## src/rtl/sdcmd_pkg.sv

```systemverilog
package sdcmd_pkg;
  localparam int SD_BANKS = 4;
  localparam int SD_BANK_BITS = $clog2(SD_BANKS);

  typedef enum logic [2:0] {
    CMD_NOP     = 3'd0,
    CMD_ACT     = 3'd1,
    CMD_READ    = 3'd2,
    CMD_WRITE   = 3'd3,
    CMD_TERM    = 3'd4,
    CMD_PRE     = 3'd5,
    CMD_REFRESH = 3'd6,
    CMD_MODESET = 3'd7
  } cmd_e;

  // Strobes from the control to the bank/burst datapath
  typedef struct packed {
    logic [SD_BANKS-1:0]     openMask;
    logic [SD_BANKS-1:0]     closeMask;
    logic                    startBurst;
    logic [SD_BANK_BITS-1:0] startBank;
    logic                    startAp;
    logic                    stopBurst;
  } strobe_t;
endpackage

```

## src/rtl/sdcmd_ctrl.sv

```systemverilog
module sdcmd_ctrl
  import sdcmd_pkg::*;
(
  input  logic                    clk,
  input  logic                    rstN,
  input  logic                    csN,
  input  logic                    rasN,
  input  logic                    casN,
  input  logic                    weN,
  input  logic [SD_BANK_BITS-1:0] bankAddr,
  input  logic                    a10,
  input  logic [SD_BANKS-1:0]     bankActive,
  input  logic                    burstValid,
  input  logic [SD_BANK_BITS-1:0] burstBank,
  input  logic                    burstAp,
  input  logic                    burstLast,
  output cmd_e                    cmd,
  output logic                    cmdIllegal,
  output strobe_t                 strobe
);

  logic [SD_BANKS-1:0] tgtMask, burstMask, apMask, preMask;
  logic tgtOpen, apPendTgt, isAccess, legalAccess, otherBank;

  always_comb begin
    if (csN) cmd = CMD_NOP;
    else begin
      case ({rasN, casN, weN})
        3'b011:  cmd = CMD_ACT;
        3'b101:  cmd = CMD_READ;
        3'b100:  cmd = CMD_WRITE;
        3'b110:  cmd = CMD_TERM;
        3'b010:  cmd = CMD_PRE;
        3'b001:  cmd = CMD_REFRESH;
        3'b000:  cmd = CMD_MODESET;
        default: cmd = CMD_NOP;
      endcase
    end
  end

  assign tgtMask   = SD_BANKS'(1) << bankAddr;
  assign burstMask = SD_BANKS'(1) << burstBank;
  assign tgtOpen   = bankActive[bankAddr];
  assign apPendTgt = burstValid && burstAp && (burstBank == bankAddr);
  assign isAccess  = (cmd == CMD_READ) || (cmd == CMD_WRITE);
  assign otherBank = burstValid && (burstBank != bankAddr);

  always_comb begin
    case (cmd)
      CMD_ACT:                  cmdIllegal = tgtOpen;
      CMD_READ, CMD_WRITE:      cmdIllegal = !tgtOpen || apPendTgt;
      CMD_REFRESH, CMD_MODESET: cmdIllegal = |bankActive;
      default:                  cmdIllegal = 1'b0;
    endcase
  end

  assign legalAccess = isAccess && !cmdIllegal;

  // Auto precharge: burst end, or interruption by an access to another bank
  assign apMask  = (burstValid && burstAp && (burstLast || (legalAccess && otherBank)))
                   ? burstMask : '0;
  assign preMask = (cmd == CMD_PRE) ? ((a10 ? {SD_BANKS{1'b1}} : tgtMask) & bankActive) : '0;

  always_comb begin
    strobe.openMask   = (cmd == CMD_ACT && !cmdIllegal) ? tgtMask : '0;
    strobe.closeMask  = apMask | preMask;
    strobe.startBurst = legalAccess;
    strobe.startBank  = bankAddr;
    strobe.startAp    = a10;
    strobe.stopBurst  = (cmd == CMD_TERM) || burstLast ||
                        (burstValid && (|(preMask & burstMask)));
  end

  assert_cs_mask_R1: assert property (@(posedge clk) disable iff (!rstN)
    csN |-> (cmd == CMD_NOP) && !cmdIllegal);

  assert_evt_open_R7: assert property (@(posedge clk) disable iff (!rstN)
    (strobe.closeMask & ~bankActive) == '0);

  assert_refresh_idle_R9: assert property (@(posedge clk) disable iff (!rstN)
    ((cmd == CMD_REFRESH || cmd == CMD_MODESET) && (|bankActive)) |-> cmdIllegal);

endmodule

```

## src/rtl/sdcmd_bank.sv

```systemverilog
module sdcmd_bank
  import sdcmd_pkg::*;
#(
  parameter int BURST_LEN = 4
) (
  input  logic                    clk,
  input  logic                    rstN,
  input  strobe_t                 strobe,
  output logic [SD_BANKS-1:0]     bankActive,
  output logic                    burstValid,
  output logic [SD_BANK_BITS-1:0] burstBank,
  output logic                    burstAp,
  output logic                    burstLast
);
  localparam int CNT_W = $clog2(BURST_LEN + 1);
  localparam logic [CNT_W-1:0] CNT_LOAD = CNT_W'(BURST_LEN);
  localparam logic [CNT_W-1:0] CNT_ONE  = CNT_W'(1);

  logic [CNT_W-1:0] burstCnt;

  always_ff @(posedge clk or negedge rstN) begin
    if (!rstN) bankActive <= '0;
    else       bankActive <= (bankActive & ~strobe.closeMask) | strobe.openMask;
  end

  always_ff @(posedge clk or negedge rstN) begin
    if (!rstN) begin
      burstValid <= 1'b0;
      burstBank  <= '0;
      burstAp    <= 1'b0;
      burstCnt   <= '0;
    end else if (strobe.startBurst) begin
      burstValid <= 1'b1;
      burstBank  <= strobe.startBank;
      burstAp    <= strobe.startAp;
      burstCnt   <= CNT_LOAD;
    end else if (strobe.stopBurst) begin
      burstValid <= 1'b0;
      burstAp    <= 1'b0;
      burstCnt   <= '0;
    end else if (burstValid) begin
      burstCnt <= burstCnt - CNT_ONE;
    end
  end

  assign burstLast = burstValid && (burstCnt == CNT_ONE);

  assert_open_R2: assert property (@(posedge clk) disable iff (!rstN)
    (|strobe.openMask) |=> ((bankActive & $past(strobe.openMask)) == $past(strobe.openMask)));

  assert_close_R5: assert property (@(posedge clk) disable iff (!rstN)
    (|strobe.closeMask) |=> ((bankActive & $past(strobe.closeMask)) == '0));

  assert_burst_owner_R4: assert property (@(posedge clk) disable iff (!rstN)
    burstValid |-> bankActive[burstBank]);

  assert_burst_end_R5: assert property (@(posedge clk) disable iff (!rstN)
    (burstLast && !strobe.startBurst) |=> !burstValid);

endmodule

```

## src/rtl/sdram_cmd_tracker.sv

```systemverilog
module sdram_cmd_tracker
  import sdcmd_pkg::*;
#(
  parameter int BURST_LEN = 4
) (
  input  logic                    clk,
  input  logic                    rstN,
  input  logic                    csN,
  input  logic                    rasN,
  input  logic                    casN,
  input  logic                    weN,
  input  logic [SD_BANK_BITS-1:0] bankAddr,
  input  logic                    a10,
  output logic [2:0]              cmdOut,
  output logic                    cmdIllegal,
  output logic [SD_BANKS-1:0]     prechargeEvt,
  output logic [SD_BANKS-1:0]     bankActive,
  output logic                    burstValid,
  output logic [SD_BANK_BITS-1:0] burstBank
);
  cmd_e    cmd;
  strobe_t strobe;
  logic    burstAp, burstLast;

  sdcmd_ctrl i_ctrl (
    .clk(clk), .rstN(rstN), .csN(csN), .rasN(rasN), .casN(casN), .weN(weN),
    .bankAddr(bankAddr), .a10(a10), .bankActive(bankActive),
    .burstValid(burstValid), .burstBank(burstBank), .burstAp(burstAp),
    .burstLast(burstLast), .cmd(cmd), .cmdIllegal(cmdIllegal), .strobe(strobe)
  );

  sdcmd_bank #(.BURST_LEN(BURST_LEN)) i_bank (
    .clk(clk), .rstN(rstN), .strobe(strobe), .bankActive(bankActive),
    .burstValid(burstValid), .burstBank(burstBank), .burstAp(burstAp),
    .burstLast(burstLast)
  );

  assign cmdOut       = cmd;
  assign prechargeEvt = strobe.closeMask;
endmodule

```

## config.mk

```make
export PLATFORM = sky130hd
export DESIGN_NAME = sdram_cmd_tracker
export DESIGN_NICKNAME = d
export VERILOG_FILES = /design/src/rtl/sdcmd_pkg.sv /design/src/rtl/sdcmd_ctrl.sv /design/src/rtl/sdcmd_bank.sv /design/src/rtl/sdram_cmd_tracker.sv
export SDC_FILE = /design/constraint.sdc
export NUM_CORES = 1
export LEC_CHECK = 0
export BUFFER_PORTS_ARGS = -buffer_cell sky130_fd_sc_hd__buf_2
export CAP_MARGIN = 30
export CORE_MARGIN = 4
export CORE_UTILIZATION = 51
export DETAILED_ROUTE_END_ITERATION = 8
export GPL_TIMING_DRIVEN = 0
export PLACE_DENSITY = 0.86
export SKIP_LAST_GASP = 1
export SLEW_MARGIN = 5
export SYNTH_ARGS = -nofsm -noshare
export SYNTH_HDL_FRONTEND = slang
export SYNTH_SLANG_ARGS = --single-unit
```

## constraint.sdc

```tcl
create_clock -name clk -period 2.35 [get_ports clk]
set_clock_uncertainty 0.2 [all_clocks]
set_input_delay 0.3525 -clock clk [delete_from_list [all_inputs] [get_ports clk]]
set_output_delay 0.3525 -clock clk [all_outputs]
set_load 0.05 [all_outputs]
```

==> results of run 1 <==
kinds of logic (layout without fill, tap and decap cells):
kind of cell | Yosys count | after routing | share of synthesized area, %
AOI/OAI and AO/OA | 32 | 32 | 25.4
DFF | 11 | 11 | 31.2
buffers and inverters | 11 | 45 | 6.81
adders and majority gates | 2 | 2 | 2.84
muxes | 5 | 5 | 8.79
xor gates and xnor gates | 2 | 2 | 1.99
and+or+nand+nor | 35 | 35 | 23.0
power by group through the flow:
stage / Sequential [W] / Combinational (W) / Clock (W)
after floorplan: 0.000527 / 0.000364 / 0
after global placement: 0.000370 / 0.000657 / 0
after detailed placement: 0.000375 / 0.000677 / 0
after CTS: 0.000381 / 0.000718 / 0.000138
after global routing: 0.000385 / 0.000823 / 0.000149
final: 0.000376 / 0.000769 / 0.000132
what timing repair did:
action / CTS / global route
hold buffers: 1 / 0
hold endpoints to repair: 11 / 0
pin swaps: 3 / 0
endpoints found under the setup margin: 5 / 5
setup buffers: 5 / 2
gates resized for setup: 12 / 1
layout make-up:
cell class	instances	area, um^2
Buffer	2	22.5
Fill cell	105	380
Timing Repair Buffer	31	209
Clock buffer	4	26.3
Sequential cell	11	283
Tap cell	16	20.0
Inverter	8	30.0
Multi-Input combinational cell	76	606
synthesized netlist by cell type, types with 3 or more instances:
library cell  count
nand2_1           8
o21ai_1           7
nand4_1           3
nor2_1            5
nor2b_1           5
dfrtp_1          11
o21ai_0           6
inv_1             8
layer usage:
| metal | wire length [um] | share of wire (%) | track usage, % | vias up |
|---|---|---|---|---|
| met5 | 0 | 0 | 0 | - |
| met4 | 38 | 1.5 | 12.9 | 0 |
| met3 | 187 | 7.5 | 3.31 | 5 |
| met2 | 1230 | 50 | 36.3 | 51 |
| met1 | 1020 | 41 | 28.1 | 460 |
| li1 | - | - | - | 436 |
per-stage QoR:
step                      total power [W]  setup WS (ns)
final                             0.00128        -0.0903
after global placement            0.00103        -0.0138
after global routing              0.00136         -0.162
after CTS                         0.00124        -0.0766
after floorplan                  0.000891         0.0151
after detailed placement          0.00105        -0.0327
worst max-delay path, cell delays in order, from the launching register on:
cell and delay, ns:
dfrtp_2 0.42, mux4_2 0.52, o2111ai_2 0.09, a21oi_2 0.11, nand2b_1 0.19, o22ai_4 0.09, buf_6 0.17
sequential cells by signal, summed over array words and instances (netlist names):
register and cells:
i_bank.burstBank 2, i_bank.burstValid 1, i_bank.burstAp 1, i_bank.burstCnt 3, i_bank.bankActive 4
worst paths after layout:
check                                                from                               to  cells after the start
max reg2reg                i_bank.bankActive[3]$_DFF_PN0_  i_bank.burstBank[1]$_DFFE_PN0P_                      4
min in group asynchronous                            rstN    i_bank.burstValid$_DFFE_PN0P_                      2
min                                                   a10       i_bank.burstAp$_DFFE_PN0P_                      3
max in group asynchronous                            rstN  i_bank.burstBank[1]$_DFFE_PN0P_                      2
max                        i_bank.bankActive[3]$_DFF_PN0_                  prechargeEvt[2]                      6
min reg2reg                i_bank.burstCnt[2]$_DFFE_PN0P_   i_bank.burstCnt[2]$_DFFE_PN0P_                      2
==> impl_metrics.py, run 1 <==
metrics = {
    "status": {
        "outcome": "finished, violations left",
        "violations": "setup timing",
    },
    "pwr": {
        "seqPwrFrac_pct": 29.4,
        "p_per_area_mw_per_mm2": 1070,
        "switchingPower_w": 0.000657,
        "internal-power_w": 0.000620,
        "vdd_drop_max_uv": 795,
        "power.share.combinational_pct": 60.2,
        "clock_power_share_pct": 10.4,
        "p_leak_nw": 0.511,
        "swShare_pct": 51.4,
    },
    "routing": {
        "vias": 952,
        "wirelength_um": 2480,
        "drc": 0,
        "firstDrtPassIters": 4,
        "avgRoutedWirePerCell_um": 16.8,
        "viasPerCell": 6.43,
        "drtIter0Drc": 33,
        "ant_nets": 0,
    },
    "synthesis": {
        "syn-instance-count": 98,
        "syn_avg_cell_area_um2": 9.00,
        "synth-seq-cells": 11,
        "synth_largest_area_cell": "dfrtp_1",
        "syn_area_um2": 882,
        "synth_edf_count": 0,
        "synth_nets": 109,
        "synth_top_cell_area_share_pct": 31.2,
        "ys_async_sr_fraction_pct": 100,
        "ys_types": 38,
        "synth_area_leaders": "dfrtp_1 31%, mux4_2 5.1%, o21ai_1 4.0%",
        "ys.warnings.count": 0,
        "ys.flop_type": "dfrtp_1",
        "synth-seq-area-share_pct": 31.2,
    },
    "critical_path": {
        "cp_max_fo": 4,
        "r2r_slack_ns": 0.39,
        "cp.arrival_ns": 1.89,
        "path_class": "reg -> out",
        "cp.required_ns": 1.80,
        "worstSetupStartpointType": "register",
        "cp-end-kind": "output pin",
    },
    "sta": {
        "rsz0062_at_grt": "yes",
        "hold_slack_ns": 0.195,
        "fin_ws_ns": -0.0903,
        "finalSetupTns_ns": -0.231,
        "hold_violations": 0,
        "finalCritPeriodShare_pct": 104,
        "post-route-min-period_ns": 2.44,
        "maxSlewViolCount": 0,
        "slew-limit-headroom_pct": 68.8,
        "timing.fmax_mhz": 410,
        "setup-violations-final": 5,
        "worst_slew_pin_slew_ns": 0.464,
    },
    "place": {
        "postPlaceCellArea_mm2": 0.00107,
        "io_buffers": 23,
        "gp_congestion": 0.835,
        "dp_cells": 137,
        "post-dp-hpwl_um": 1760,
    },
    "cts": {
        "cts_made_buffers": 3,
        "clock_path_buffers": 2,
        "path_clk_slew_ns": 0.07,
        "cts_tree": "built",
        "cts_root_buf": "clkbuf_4",
        "htree_levels": 1,
        "cts.sinks": 11,
        "clk_latency_ns": 0.28,
    },
    "layout": {
        "layout-drive-gt1-share_pct": 44.7,
        "post-route-util_pct": 75.9,
        "fin_cells": 148,
        "antennaDiodeCount": 0,
        "layout.nets": 144,
        "area_growth_pct": 35.6,
        "finalInstanceArea_mm2": 0.00120,
        "final_common_cell": "buf_2",
        "layout_common_cells": "18 x buf_2, 8 x inv_1, 8 x nand2_1, 8 x o21ai_1",
    },
    "die": {
        "start_util_pct": 56.0,
        "die_y_um": 49.6,
        "dieArea_mm2": 0.00246,
        "core_mm2": 0.00158,
        "die_w_um": 49.6,
        "rows": 14,
        "num_io_pins": 24,
    },
    "global_route": {
        "grt_start_max_net_pins": 12,
        "grt_usage_pct": 22.4,
        "antenna_found_initial": 0,
        "grt_pass1_vias": 950,
        "grt_pass1_wl_um": 4280,
        "grt_remaining_overflow": 0,
    },
    "hold_path": {
        "min_path_type": "in -> reg",
    },
    "run": {
        "drv_cap": 0,
    },
}
Note: power is estimated with default switching activity, not from simulation.
==> inputs of run 2 (changes only) <==
- PLACE_DENSITY: 0.86 -> 0.78
==> run 2 against run 1 <==
The flow still finishes with violations (setup timing). Die area stayed put. Via count is 3.6% lower. Critical path depth is 1 lower. Register-to-register slack worse by 0.13 ns. Critical endpoint is now prechargeEvt[1]. Largest cell class unchanged.
==> impl_metrics.py, run 2 (same netlist as run 1, synthesis figures left out) <==
metrics = {
    "place": {
        "gp_congestion": 0.809,
        "dp_cells": 137,
        "dpl_worst_slack_ns": -0.0653,
        "io_buffers": 23,
        "postPlaceCellArea_mm2": 0.00107,
        "post-dp-hpwl_um": 1730,
    },
    "global_route": {
        "grt_start_max_net_pins": 12,
        "grt_remaining_overflow": 0,
        "antenna_found_initial": 0,
        "grt_usage_pct": 22.5,
        "grt_pass1_vias": 914,
        "grt_pass1_wl_um": 4350,
    },
    "sta": {
        "hold_violations": 0,
        "rsz0062_at_grt": "yes",
        "setup-violations-final": 4,
        "timing.fmax_mhz": 414,
        "hold_slack_ns": 0.188,
        "fin_ws_ns": -0.0652,
        "finalSetupTns_ns": -0.184,
        "worst_slew_pin_slew_ns": 0.439,
        "maxSlewViolCount": 0,
        "post-route-min-period_ns": 2.42,
        "slew-limit-headroom_pct": 70.4,
        "finalCritPeriodShare_pct": 103,
    },
    "critical_path": {
        "startpoint": "i_bank.bankActive[1]$_DFF_PN0_",
        "cp-end-kind": "output pin",
        "cp.arrival_ns": 1.86,
        "path_class": "reg -> out",
        "r2r_slack_ns": 0.26,
        "cp_max_fo": 4,
        "crit-reg2reg-launch": "i_bank.bankActive[1]$_DFF_PN0_",
        "worstSetupStartpointType": "register",
        "r2r_end": "i_bank.bankActive[3]$_DFF_PN0_",
        "cp.required_ns": 1.80,
        "rr_worst_depth": 7,
    },
    "routing": {
        "drtIter0Drc": 18,
        "ant_nets": 0,
        "wirelength_um": 2580,
        "vias": 918,
        "avgRoutedWirePerCell_um": 17.0,
        "firstDrtPassIters": 4,
        "drc": 0,
        "viasPerCell": 6.04,
    },
    "die": {
        "start_util_pct": 56.0,
        "die_y_um": 49.6,
        "core_mm2": 0.00158,
        "rows": 14,
        "die_w_um": 49.6,
        "num_io_pins": 24,
        "dieArea_mm2": 0.00246,
    },
    "hold_path": {
        "min_path_type": "in -> reg",
        "hp-start": "a10",
        "whs_endpoint": "i_bank.burstAp$_DFFE_PN0P_",
        "holdPathStages": 3,
    },
    "pwr": {
        "swShare_pct": 51.0,
        "switchingPower_w": 0.000669,
        "power.share.combinational_pct": 62.0,
        "clock_power_share_pct": 10.0,
        "vdd_drop_max_uv": 869,
        "p_per_area_mw_per_mm2": 1050,
        "p_leak_nw": 0.538,
        "seqPwrFrac_pct": 28.0,
        "internal-power_w": 0.000642,
    },
    "layout": {
        "final_common_cell": "buf_2",
        "layout-drive-gt1-share_pct": 47.1,
        "area_growth_pct": 42.0,
        "finalInstanceArea_mm2": 0.00125,
        "antennaDiodeCount": 0,
        "layout.nets": 148,
        "largestRegisters": "i_bank.bankActive (4), i_bank.burstCnt (3), i_bank.burstBank (2)",
        "regMostFlops": "i_bank.bankActive",
        "fin_cells": 152,
        "largest_reg_flops": 4,
        "layout_common_cells": "18 x buf_2, 11 x buf_4, 8 x inv_1, 8 x nand2_1, 8 x o21ai_1",
    },
    "cts": {
        "htree_levels": 1,
        "cts_tree": "built",
        "cts_made_buffers": 3,
        "clock_path_buffers": 2,
        "cts_root_buf": "clkbuf_4",
        "path_clk_slew_ns": 0.07,
        "clk_latency_ns": 0.27,
        "cts.sinks": 11,
    },
    "status": {
        "violations": "setup timing",
        "outcome": "finished, violations left",
    },
    "run": {
        "drv_cap": 0,
    },
}
[run 2: cell types whose count changed in the layout (fill, tap and decap cells not counted), sizes merged]
cell  previous run  this run
buf             32        36
[run 2: worst max-delay path by stage]
stage	to	slack, ns	cells after the start
6_report	prechargeEvt[1]	-0.07	5
5_1_grt	prechargeEvt[1]	-0.12	5
4_1_cts	prechargeEvt[2]	-0.1	6
3_5_place_dp	prechargeEvt[2]	-0.07	8
3_3_place_gp	prechargeEvt[2]	-0.03	8
2_1_floorplan	prechargeEvt[2]	0.02	6
[run 2: layout make-up]
class | instances | area, um^2
multi-input cells | 76 | 632
repair buffers | 35 | 239
clock buffers | 4 | 26.3
well taps | 16 | 20.0
plain buffers | 2 | 22.5
inverters | 8 | 30.0
flip-flops and latches | 11 | 283
fillers | 112 | 324
[run 2: metal layers]
layer | up-vias | share of wire, % | GRT usage (%)
met5 | - | 0 | 0
met4 | 0 | 1.2 | 5.07
met3 | 4 | 7.6 | 5.72
met2 | 39 | 49 | 37.9
met1 | 430 | 42 | 28.8
li1 | 445 | - | -
[run 2: through the flow]
step	utilization, %	power, W
after floorplan	-	0.000891
after global placement	67.8	0.00103
after detailed placement	67.8	0.00105
after CTS	76.3	0.00125
after global routing	79.4	0.00139
final	79.4	0.00131
[run 2: critical path: stages, from the launching register on]
cell and delay, ns:
dfrtp_2 0.43, mux4_2 0.52, o2111ai_4 0.10, a21oi_4 0.11
a31o_2 0.27, buf_6 0.15
[run 2: timing repair]
item / 4_1_cts / 5_1_grt
endpoints found under the hold margin: 11 / 0
setup buffers: 8 / 3
pin swaps: 5 / 1
hold buffers: 1 / 0
resized for setup: 12 / 4
setup endpoints to repair: 5 / 5
[run 2: power groups by stage]
stage               combinational (W)  clock (W)  sequential [W]
floorplan                    0.000364          0        0.000527
global placement             0.000663          0        0.000370
detailed placement           0.000673          0        0.000376
CTS                          0.000757   0.000132        0.000364
global route                 0.000872   0.000145        0.000377
finish                       0.000813   0.000132        0.000367
==> inputs of run 3 (changes only) <==
- CORE_UTILIZATION: 51 -> 40
- PLACE_DENSITY: 0.78 -> default
==> run 3 against run 2 <==
The flow still finishes with violations (setup timing). First-iteration DRC count increased by 5.6%. Critical endpoint is now prechargeEvt[2]. Via count decreased by 4.1%. Cell area decreased by 2.2%. Largest cell class unchanged. Highest routed layer unchanged. Register-to-register slack gained 0.15 ns. Hold slack worse by 0.012 ns. Largest power group unchanged. Core utilization down 19 points.
==> impl_metrics.py, run 3 (same netlist as run 1, synthesis figures left out) <==
metrics = {
    "status": {
        "outcome": "finished, violations left",
        "violations": "setup timing",
    },
    "layout": {
        "finalInstanceArea_mm2": 0.00122,
        "area_growth_pct": 38.9,
        "largestRegisters": "i_bank.bankActive (4), i_bank.burstCnt (3), i_bank.burstBank (2)",
        "fin_cells": 161,
        "regMostFlops": "i_bank.bankActive",
        "layout_common_cells": "18 x buf_2, 9 x buf_4, 8 x inv_1, 8 x nand2_1, 8 x o21ai_1",
        "final_common_cell": "buf_2",
        "antennaDiodeCount": 0,
        "largest_reg_flops": 4,
        "layout.nets": 146,
        "layout-drive-gt1-share_pct": 45.5,
    },
    "global_route": {
        "grt_pass1_vias": 786,
        "use_met1_pct": 23.4,
        "met2_usage_pct": 26.4,
        "grt_start_max_net_pins": 12,
        "antenna_found_initial": 0,
        "grt_use_met3_pct": 2.41,
        "grt_usage_pct": 17.0,
        "grt_pass1_wl_um": 3620,
        "grt_remaining_overflow": 0,
        "top_usage_layer": "met2",
    },
    "routing": {
        "avgRoutedWirePerCell_um": 14.1,
        "drtIter0Drc": 19,
        "firstDrtPassIters": 4,
        "viasPerCell": 5.47,
        "wirelength_um": 2280,
        "ant_nets": 0,
        "drc": 0,
        "vias": 880,
    },
    "sta": {
        "post-route-min-period_ns": 2.45,
        "finalSetupTns_ns": -0.265,
        "setup-violations-final": 5,
        "finalCritPeriodShare_pct": 104,
        "rsz0062_at_grt": "yes",
        "slew-limit-headroom_pct": 70.3,
        "worst_slew_pin_slew_ns": 0.442,
        "maxSlewViolCount": 0,
        "fin_ws_ns": -0.0965,
        "timing.fmax_mhz": 409,
        "hold_violations": 0,
    },
    "hold_path": {
        "min_path_type": "in -> reg",
        "hp-start": "a10",
    },
    "die": {
        "die_w_um": 55.0,
        "dieArea_mm2": 0.00302,
        "start_util_pct": 43.6,
        "core_mm2": 0.00202,
        "num_io_pins": 24,
        "die_y_um": 55.0,
        "rows": 16,
    },
    "critical_path": {
        "crit_buf_inv": 1,
        "max_stage_delay_ns": 0.51,
        "r2r_end": "i_bank.burstBank[0]$_DFFE_PN0P_",
        "rr_worst_depth": 4,
        "path_class": "reg -> out",
        "crit-reg2reg-launch": "i_bank.bankActive[0]$_DFF_PN0_",
        "path_cells": "mux4_2, o2111ai_2, a21oi_2, nand2b_1, o22ai_4, buf_6",
        "cp_max_fo": 5,
        "cp.required_ns": 1.80,
        "startpoint": "i_bank.bankActive[0]$_DFF_PN0_",
        "endpoint": "prechargeEvt[2]",
        "worstSetupStartpointType": "register",
        "crit_cells": 6,
        "cpLargestDelayFamily": "multiplexers",
        "cp.arrival_ns": 1.89,
        "slowest_stage": "mux4_2",
        "cp-end-kind": "output pin",
        "r2r_slack_ns": 0.41,
    },
    "cts": {
        "htree_levels": 1,
        "cts_made_buffers": 3,
        "cts_root_buf": "clkbuf_4",
        "clk_latency_ns": 0.27,
        "cts_tree": "built",
        "clock_path_buffers": 2,
        "cts.sinks": 11,
        "path_clk_slew_ns": 0.07,
    },
    "place": {
        "dpl_worst_slack_ns": -0.0759,
        "postPlaceCellArea_mm2": 0.00108,
        "dp_cells": 148,
        "io_buffers": 23,
        "post-dp-hpwl_um": 1650,
        "gp_congestion": 0.792,
    },
    "pwr": {
        "vdd_drop_max_uv": 839,
        "p_per_area_mw_per_mm2": 1040,
        "p_leak_nw": 0.521,
    },
    "run": {
        "drv_cap": 0,
    },
}
## run 3: cell count changes in the layout (fill, tap and decap cells not counted)
cell	delta
nand2b_4	-1
a21oi_2	+1
o2111ai_2	+1
a21oi_4	-1
buf_4	-2
o2111ai_4	-1
nand2b_1	+1
## run 3: worst min path at each step
stage                     depth (start not counted)                             end  slack [ns]
final                                             3      i_bank.burstAp$_DFFE_PN0P_        0.18
after global routing                              3      i_bank.burstAp$_DFFE_PN0P_        0.21
after CTS                                         3      i_bank.burstAp$_DFFE_PN0P_        0.16
after detailed placement                          1  i_bank.burstCnt[1]$_DFFE_PN0P_        0.04
after global placement                            1   i_bank.burstValid$_DFFE_PN0P_        0.03
after floorplan                                   0  i_bank.bankActive[0]$_DFF_PN0_       -0.14
## run 3: layout make-up
| type | instances | area, um^2 |
|---|---|---|
| plain buffers | 2 | 22.5 |
| clock buffers | 4 | 26.3 |
| fillers | 182 | 797 |
| inverters | 8 | 30.0 |
| multi-input cells | 76 | 606 |
| flip-flops and latches | 11 | 283 |
| well taps | 27 | 33.8 |
| repair buffers | 33 | 224 |
## run 3: repair_timing
action | in CTS | in global routing
pin swaps | 5 | 3
endpoints found under the setup margin | 5 | 5
hold buffers | 1 | 0
hold endpoints to repair | 11 | 0
buffers inserted | 5 | 4
resized for setup | 12 | 1
## run 3: worst reg2reg max path, stage by stage, from the launching register on
cell,delay (ns)
dfrtp_2,0.44
mux4_2,0.51
o311a_2,0.21
nand2_4,0.13
mux2_2,0.34
## run 3: power breakdown
group | switching [W] | internal, W
Combinational | 0.000487 | 0.000297
Clock | 0.0000656 | 0.0000658
Sequential | 0.0000843 | 0.000277
## run 3: layer usage
| layer | share of wire, % | wire (um) |
|---|---|---|
| met4 | 1.6 | 37 |
| met5 | 0 | 0 |
| met2 | 44 | 1010 |
| met3 | 7.1 | 162 |
| met1 | 47 | 1060 |
## run 3: through the flow
step                      hold WS (ns)  utilization, %  total power, W
after floorplan                 -0.143               -        0.000891
after global placement          0.0349            53.5         0.00104
after detailed placement        0.0388            53.5         0.00105
after CTS                        0.162            59.1         0.00124
after global routing             0.207            60.6         0.00137
final                            0.176            60.6         0.00128
